<file path="src/rtl/wdt7_pkg.sv">
package wdt7_pkg;
  localparam int DATA_W = 8;
  localparam int CNT_W  = 7;
  // counter value whose next step clears bit 6
  localparam logic [CNT_W-1:0] CNT_TRIP  = 7'h40;
  localparam logic [CNT_W-1:0] CNT_RESET = 7'h7F;
  typedef enum logic {SEL_CTRL = 1'b0, SEL_STAT = 1'b1} wdt_sel_e;
endpackage

</file>
<file path="src/rtl/wdt7_prescaler.sv">
module wdt7_prescaler #(
  parameter int unsigned DIV = 12288
) (
  input  logic clk,
  input  logic rst,
  input  logic restart,
  output logic tick
);
  generate
    if (DIV <= 1) begin : g_nodiv
      assign tick = ~restart;
    end else begin : g_div
      localparam int PW = $clog2(DIV);
      localparam logic [PW-1:0] LAST = PW'(DIV - 1);
      logic [PW-1:0] pre_q;

      assign tick = (pre_q == LAST);

      always_ff @(posedge clk) begin
        if (rst || restart)  pre_q <= '0;
        else if (tick)       pre_q <= '0;
        else                 pre_q <= pre_q + 1'b1;
      end

      // divider phase never leaves its range
      p_pre_range_r4: assert property (@(posedge clk) disable iff (rst)
        pre_q <= LAST);
      // a restart puts the phase back to zero
      p_restart_r4: assert property (@(posedge clk) disable iff (rst)
        restart |=> pre_q == '0);
    end
  endgenerate
endmodule

</file>
<file path="src/rtl/wdt7_core.sv">
module wdt7_core
  import wdt7_pkg::*;
(
  input  logic              clk,
  input  logic              rst,
  input  logic              tick,
  input  logic              wr_ctrl,
  input  logic [DATA_W-1:0] wdata,
  input  logic              halt,
  output logic              en_q,
  output logic [CNT_W-1:0]  cnt_q,
  output logic              fire
);
  logic new_en, wr_fire, tick_fire, halt_fire;

  assign new_en    = en_q | wdata[DATA_W-1];
  assign wr_fire   = wr_ctrl & new_en & ~wdata[CNT_W-1];
  assign tick_fire = ~wr_ctrl & tick & en_q & (cnt_q == CNT_TRIP);
  assign halt_fire = halt & en_q;
  assign fire      = wr_fire | tick_fire | halt_fire;

  always_ff @(posedge clk) begin
    if (rst) begin
      en_q  <= 1'b0;
      cnt_q <= CNT_RESET;
    end else if (wr_ctrl) begin
      en_q  <= new_en;
      cnt_q <= wdata[CNT_W-1:0];
    end else if (tick) begin
      cnt_q <= cnt_q - 1'b1;
    end
  end

  // arm bit is one-way
  p_arm_sticky_r2: assert property (@(posedge clk) disable iff (rst)
    en_q |=> en_q);
  // a step without a write lowers the count by one
  p_step_dec_r3: assert property (@(posedge clk) disable iff (rst)
    (tick && !wr_ctrl) |=> cnt_q == $past(cnt_q) - 7'd1);
  // a write loads the count field
  p_load_r4: assert property (@(posedge clk) disable iff (rst)
    wr_ctrl |=> cnt_q == $past(wdata[CNT_W-1:0]));
endmodule

</file>
<file path="src/rtl/wdt7_status.sv">
module wdt7_status (
  input  logic clk,
  input  logic rst,
  input  logic fire,
  input  logic wr_stat,
  input  logic wbit,
  output logic flag_q
);
  logic cause_q;

  always_ff @(posedge clk) begin
    if (rst)       cause_q <= 1'b0;
    else if (fire) cause_q <= 1'b1;
  end

  always_ff @(posedge clk) begin
    if (rst)                 flag_q <= cause_q;
    else if (fire)           flag_q <= 1'b1;
    else if (wr_stat && !wbit) flag_q <= 1'b0;
  end

  // flag follows every request
  p_flag_set_r9: assert property (@(posedge clk) disable iff (rst)
    fire |=> flag_q);
  // software clear takes effect when no request competes
  p_flag_clear_r10: assert property (@(posedge clk) disable iff (rst)
    (wr_stat && !wbit && !fire) |=> !flag_q);
  // writing one cannot raise the flag
  p_flag_noset_r10: assert property (@(posedge clk) disable iff (rst)
    (!flag_q && !fire) |=> !flag_q);
endmodule

</file>
<file path="src/rtl/wdt7_readback.sv">
module wdt7_readback
  import wdt7_pkg::*;
(
  input  logic              clk,
  input  logic              rst,
  input  logic              rd,
  input  logic              sel,
  input  logic              en,
  input  logic [CNT_W-1:0]  cnt,
  input  logic              flag,
  output logic [DATA_W-1:0] rdata
);
  always_ff @(posedge clk) begin
    if (rst)
      rdata <= '0;
    else if (rd)
      rdata <= (wdt_sel_e'(sel) == SEL_STAT) ? {{(DATA_W-1){1'b0}}, flag}
                                             : {en, cnt};
  end

  // status reads carry only bit 0
  p_stat_width_r11: assert property (@(posedge clk) disable iff (rst)
    (rd && sel) |=> rdata[DATA_W-1:1] == '0);
endmodule

</file>
<file path="src/rtl/wdt7_guard.sv">
module wdt7_guard
  import wdt7_pkg::*;
#(
  parameter int unsigned PRESCALE = 12288
) (
  input  logic              clk,
  input  logic              rst,
  input  logic              bus_wr,
  input  logic              bus_rd,
  input  logic              bus_sel,
  input  logic [DATA_W-1:0] bus_wdata,
  output logic [DATA_W-1:0] bus_rdata,
  input  logic              halt_enter,
  output logic              wdg_reset_req
);
  logic wr_ctrl, wr_stat, tick, fire, en_q, flag_q;
  logic [CNT_W-1:0] cnt_q;

  assign wr_ctrl = bus_wr & (wdt_sel_e'(bus_sel) == SEL_CTRL);
  assign wr_stat = bus_wr & (wdt_sel_e'(bus_sel) == SEL_STAT);

  wdt7_prescaler #(.DIV(PRESCALE)) u_pre (
    .clk(clk), .rst(rst), .restart(wr_ctrl), .tick(tick)
  );

  wdt7_core u_core (
    .clk(clk), .rst(rst), .tick(tick), .wr_ctrl(wr_ctrl),
    .wdata(bus_wdata), .halt(halt_enter),
    .en_q(en_q), .cnt_q(cnt_q), .fire(fire)
  );

  wdt7_status u_stat (
    .clk(clk), .rst(rst), .fire(fire), .wr_stat(wr_stat),
    .wbit(bus_wdata[0]), .flag_q(flag_q)
  );

  wdt7_readback u_rb (
    .clk(clk), .rst(rst), .rd(bus_rd), .sel(bus_sel),
    .en(en_q), .cnt(cnt_q), .flag(flag_q), .rdata(bus_rdata)
  );

  always_ff @(posedge clk) begin
    if (rst) wdg_reset_req <= 1'b0;
    else     wdg_reset_req <= fire;
  end

  // no request while the block is not armed
  p_req_armed_r7: assert property (@(posedge clk) disable iff (rst)
    wdg_reset_req |-> en_q);
  // the status flag is up whenever a request is out
  p_req_flag_r9: assert property (@(posedge clk) disable iff (rst)
    wdg_reset_req |-> flag_q);
endmodule

</file>
<file path="config.mk">
export PLATFORM = sky130hd
export DESIGN_NAME = wdt7_guard
export DESIGN_NICKNAME = d
export VERILOG_FILES = /design/src/rtl/wdt7_pkg.sv /design/src/rtl/wdt7_prescaler.sv /design/src/rtl/wdt7_core.sv /design/src/rtl/wdt7_status.sv /design/src/rtl/wdt7_readback.sv /design/src/rtl/wdt7_guard.sv
export SDC_FILE = /design/constraint.sdc
export NUM_CORES = 1
export LEC_CHECK = 0
export ABC_CLOCK_PERIOD_IN_PS = 4600
export BUFFER_PORTS_ARGS = -buffer_cell sky130_fd_sc_hd__buf_4
export CAP_MARGIN = 20
export CORE_ASPECT_RATIO = 1.5
export CORE_MARGIN = 5
export CORE_UTILIZATION = 40
export CTS_CLUSTER_SIZE = 16
export DETAILED_ROUTE_END_ITERATION = 10
export HOLD_SLACK_MARGIN = 0.05
export PLACE_DENSITY = 0.65
export RECOVER_POWER = 50
export SETUP_SLACK_MARGIN = 0.15
export SLEW_MARGIN = 20
export SYNTH_ARGS = -nofsm -noshare
export SYNTH_HDL_FRONTEND = slang
export SYNTH_SLANG_ARGS = --single-unit
export TNS_END_PERCENT = 50
</file>
<file path="constraint.sdc">
create_clock -name clk -period 4.6 [get_ports clk]
set_clock_uncertainty 0.05 [all_clocks]
set_input_delay 1.15 -clock clk [delete_from_list [all_inputs] [get_ports clk]]
set_output_delay 1.15 -clock clk [all_outputs]
set_load 0.1 [all_outputs]
</file>
== Word level (Yosys, flattened, before mapping) ==
Index checks and enable logic that the tools add are counted.

* Register bits: 33
* Output and inout bits: 9
* Logic and storage cells: 37

* $add $sub $neg: 2
* Equality and inequality tests: 2
* Mux-type cells: 6
* Bitwise gates (word level): 14
* Reduce and logical (&&, ||, !) cells: 6

{| class="wikitable"
|+ Operator list
! kind !! number
|-
| 14-bit by 1-bit adder with 14-bit output (second input constant) || 1
|-
| 14-bit equality test (second input constant) || 1
|-
| 7-bit 2-to-1 mux || 2
|-
| 1-bit bitwise AND || 8
|-
| 8-bit 2-to-1 mux || 1
|-
| 7-bit equality test (second input constant) || 1
|-
| 7-bit by 1-bit subtractor with 7-bit output (second input constant) || 1
|-
| 1-bit 2-to-1 mux || 3
|-
| 1-bit NOT || 3
|-
| 1-bit bitwise OR || 3
|-
| 3-bit nonzero test || 1
|-
| 2-bit nonzero test || 1
|-
| 2-bit OR reduction || 1
|-
| 1-bit logical AND || 1
|-
| 1-bit logical NOT || 1
|-
| 1-bit logical OR || 1
|}

== Longest topological paths before layout ==
* Depth in word-level cells: 10
* Mapped depth: 7

== Hierarchy ==
Synthesis repeated with hierarchy kept, for this count alone.

* Cells, all modules: 170
* Area total of the unflattened synthesis: 1,599.0 um2

{| class="wikitable"
|+ Modules (own cells, without submodules)
! module !! times used !! cells an instance !! area each (um2) !! sequential area each (um2)
|-
| wdt7_prescaler || 1 || 71 || 641.9 || 280.3
|-
| wdt7_core || 1 || 53 || 500.5 || 160.2
|-
| wdt7_readback || 1 || 34 || 329.1 || 160.2
|-
| wdt7_status || 1 || 8 || 85.1 || 50.0
|-
| wdt7_guard || 1 || 4 || 42.5 || 20.0
|}

== Least setup slack after synthesis ==
Ideal clock, no wire load.

* Path type: in2reg
* Start: input port bus_sel
* End: register u_stat.flag_q, enable pin
* Setup time: 0.259 ns
* Arrival: 1.989 ns
* Required time: 4.291 ns
* Path slack: 2.302 ns
* Cell stages on the path: 5
* Path buffers: 1
* Path through: clkbuf_1 -> nor3b_1 -> o22a_2 -> a31oi_2 -> o211ai_1

* Longest elaborated chain between the ends: 9

{| class="wikitable"
|+ Ends and longest elaborated chain
! item !! line !! source
|-
| from (decl) || wdt7_guard.sv:10 || <nowiki>input logic bus_sel,</nowiki>
|-
| 1-bit NOT || wdt7_guard.sv:19 || <nowiki>assign wr_ctrl = bus_wr & (wdt_sel_e'(bus_sel) == SEL_CTRL);</nowiki>
|-
| 1-bit bitwise AND || wdt7_guard.sv:19 ||
|-
| 1-bit NOT || wdt7_core.sv:18 || <nowiki>assign tick_fire = ~wr_ctrl & tick & en_q & (cnt_q == CNT_TRIP);</nowiki>
|-
| 1-bit bitwise AND (3 in series) || wdt7_core.sv:18 ||
|-
| 1-bit bitwise OR (2 in series) || wdt7_core.sv:20 || <nowiki>assign fire = wr_fire | tick_fire | halt_fire;</nowiki>
|-
| 3-bit nonzero test (no line) * || -- ||
|-
| to (signal assigned) || wdt7_status.sv:17 || <nowiki>if (rst) flag_q <= cause_q;</nowiki>
|-
| to (decl) || wdt7_status.sv:7 || <nowiki>output logic flag_q</nowiki>
|}

Every way passes the cells marked *; elsewhere a longest branch is shown, timed or not.
A chain may end at the register's enable or synchronous reset.

== Worst setup path after layout ==
* Start: register u_rb.rdata[2]
* End: output port bus_rdata[2]

{| class="wikitable"
|+ RTL lines
! item !! line !! source
|-
| from (decl) || wdt7_readback.sv:11 || <nowiki>output logic [DATA_W-1:0] rdata</nowiki>
|-
| from (signal assigned) || wdt7_readback.sv:17 || <nowiki>rdata <= (wdt_sel_e'(sel) == SEL_STAT) ? {{(DATA_W-1){1'b0}}, flag}</nowiki>
|-
| to (decl) || wdt7_guard.sv:12 || <nowiki>output logic [DATA_W-1:0] bus_rdata,</nowiki>
|}

No word-level cell between the ends.

==> impl_metrics.tcl <==
set metrics [dict create \
    grt_pass1_wl_um 5733 \
    rsz0062_at_grt "no" \
    drive_gt1_frac 0.1791 \
    min_from "u_pre.g_div.pre_q[0]" \
    slowest_stage "clkbuf_1" \
    die_w_um 63.45 \
    r2r-end "u_stat.flag_q" \
    syn_nets 198 \
    clock-sinks 33 \
    routed_wl_um 3271 \
    clkPwrFrac 0.415 \
    avgSynthCellArea_sq_um 9.470 \
    min_path_type "flop to flop" \
    relSlewSlack 0.2283 \
    fin_hold_ws_ns 0.4001 \
    drv_slew 0 \
    hpwl_um 2401 \
    vias 1317 \
    grt.total_usage 0.1221 \
    timing.fmax_mhz 372.8 \
    share_seq_of_total_power 0.460 \
    ctsHoldBuffers 0 \
    start_kind "flop" \
    setup_ws_ns 1.918 \
    yosysUniqueCellTypes 43 \
    max-cap-violations 0 \
    die_h_um 90.18 \
    ios 23 \
    tns_ns 0 \
    swShare 0.2511 \
    coreArea_sq_mm 0.004209 \
    synth_edf_count 1 \
    finalSetupViolations 0 \
    num_rows 29 \
    p_int_mw 0.5033 \
    grt_max_degree 25 \
    htree_num_levels 2 \
    first_pass_iters 4 \
    holdPathEnd "u_pre.g_div.pre_q[0]" \
    power_switching_mw 0.1688 \
    crit_type "flop to output pin" \
    cts_root_buf "clkbuf_8" \
    route.detailed.drc 0 \
    final_cell_area_sq_mm 0.001938 \
    static-leakage-power_nw 0.7234 \
    cts_resized 0 \
    clk_pin_slew_worst_paths_ns 0.07 \
    area_delta_synth_final_pct 13.07 \
    io_buffers 22 \
    grt_pass1_vias 1281 \
    rrSetupSlack_ns 2.54 \
    ir_drop_v 0.0002182 \
    antenna_found_initial 0 \
    syn_area_sq_mm 0.001714 \
    combinationalPowerShare 0.124 \
    ys_ff_latch 33 \
    rr_worst_depth 5 \
    synthArstFlopShare 0 \
    cts_tree "yes" \
    cp_cell_sequence "clkbuf_1" \
    yosys.area.top_type_share 0.3737 \
    ys.warnings.count 0 \
    synth_ff_type "dfxtp_1" \
    clk_path_buf_depth 2 \
    post_cts_buffers 0 \
    ant_nets 0 \
    slowest_delay_ns 0.86 \
    viasPerCell 5.332 \
    worstHoldPathCells 1 \
    die_area_sq_mm 0.005722 \
    overflow 0 \
    tightest_slew_ns 1.163 \
    fin_crit_ns 2.682 \
    finalHoldViolCount 0 \
    critPathRequiredTime_ns 3.40 \
    p_total_mw 0.6721 \
    clkLatencyLatePin_ns 0.28 \
    r2r-start "u_pre.g_div.pre_q[0]" \
    diodes 0 \
    p_per_area_mw_per_mm2 346.8 \
    crit_buf_inv 1 \
    critical-path-top-delay-family "buffers and inverters" \
    nNetsFinal 217 \
    synthTopCellsByArea "dfxtp_1 (37%), nor2_1 (5.5%), xnor2_1 (5.1%), nand3b_1 (3.5%), a21oi_1 (2.9%)" \
    numCtsBuffers 5 \
    wl_per_cell_um 13.24 \
    synth_cells 181 \
    cp.arrival_ns 1.48 \
    dpl-instance-area_sq_mm 0.001847 \
    gp_congestion 0.7369 \
    place_ws_ns 2.148 \
    end_kind "output pin" \
    yosysTopAreaCell "dfxtp_1" \
    ys_seq_area_frac 0.3912 \
    final.period_utilization 0.5831 \
    outcome "finished clean" \
    initial_core_util 0.4073 \
    drt-initial-drc-count 60 \
    crit_fanout 2 \
]
==> state kept, by name (all words and copies together), names as in the netlist <==
register and cells:
u_pre.g_div.pre_q 14, u_rb.rdata 8, u_core.cnt_q 7, u_core.en_q 1, u_stat.cause_q 1, u_stat.flag_q 1
wdg_reset_req 1
==> per-layer routing <==
layer / part of all wire / routed length, um / GRT usage / vias to the layer above
met1: 0.42 / 1377 / 0.1369 / 609
met5: 0 / 0 / 0 / -
met2: 0.52 / 1688 / 0.2017 / 25
met3: 0.054 / 177 / 0.04738 / 2
met4: 0.0083 / 27 / 0.05199 / 0
li1: - / - / - / 681
==> area by class of cell <==
cell class                      count  area, sq um
Fill cell                         435         2271
Sequential cell                    33        670.6
Multi-Input combinational cell    131        917.1
Clock inverter                      1        30.03
Inverter                            6        22.52
Clock buffer                        7        86.33
Tap cell                           46        57.56
Timing Repair Buffer               23        153.9
==> cell usage in the layout (no fill, tap or decap), types with 2 or more instances in the layout <==
master,synthesis,layout
nand2_1,6,6
a211oi_1,3,3
nand4_4,2,2
o211ai_1,2,2
buf_4,1,18
nand3_1,5,5
nand4b_1,2,2
nor2_1,25,25
ha_1,3,3
nor3_1,6,6
or3_1,3,3
nor4_4,2,2
mux2i_1,4,4
inv_1,5,5
clkbuf_8,3,6
nand2b_1,7,7
a21oi_1,10,10
xor2_1,3,3
nor4_2,2,2
nand4_1,4,4
clkbuf_1,4,6
nor4_1,6,6
xnor2_1,10,10
nand3b_1,8,8
and3_1,3,3
nor2b_1,2,2
dfxtp_1,32,32
==> per-stage QoR <==
step	utilization	std cells
2_1_floorplan	-	181
3_3_place_gp	0.4388	239
3_5_place_dp	0.4388	239
4_1_cts	0.4664	247
5_1_grt	0.4605	247
6_report	0.4605	247
==> worst max-delay path by stage <==
stage | endpoint | cells after the start | startpoint
finish | bus_rdata[2] | 1 | u_rb.rdata[2]
global route | bus_rdata[2] | 1 | u_rb.rdata[2]
CTS | u_pre.g_div.pre_q[12] | 5 | bus_wr
detailed placement | u_pre.g_div.pre_q[12] | 5 | bus_wr
global placement | u_stat.flag_q | 5 | bus_sel
floorplan | u_stat.flag_q | 5 | bus_sel
==> power by group through the flow <==
| stage | combinational [mW] | sequential, mW | clock, mW |
|---|---|---|---|
| 6_report | 0.0836 | 0.309 | 0.279 |
| 5_1_grt | 0.0902 | 0.311 | 0.305 |
| 4_1_cts | 0.0867 | 0.309 | 0.289 |
| 3_5_place_dp | 0.0865 | 0.316 | 0 |
| 3_3_place_gp | 0.0862 | 0.315 | 0 |
| 2_1_floorplan | 0.0367 | 0.344 | 0 |
==> cells by family after synthesis <==
| logic type | share of synthesized area |
|---|---|
| and+or+nand+nor | 0.3423 |
| xor gates and xnor gates | 0.06642 |
| AOI/OAI and AO/OA | 0.08467 |
| adders and majority gates | 0.02190 |
| DFF | 0.3912 |
| buffers and inverters | 0.07007 |
| muxes | 0.02336 |
==> synth_stat cells, types with 3 or more instances <==
cell type	count
dfxtp_1	32
nor2_1	25
a21oi_1	10
xnor2_1	10
nand3b_1	8
nand2b_1	7
nand2_1	6
nor3_1	6
nor4_1	6
inv_1	5
nand3_1	5
clkbuf_1	4
mux2i_1	4
nand4_1	4
a211oi_1	3
and3_1	3
buf_6	3
clkbuf_8	3
ha_1	3
or3_1	3
xor2_1	3
Note: power is estimated with default switching activity, not from simulation.
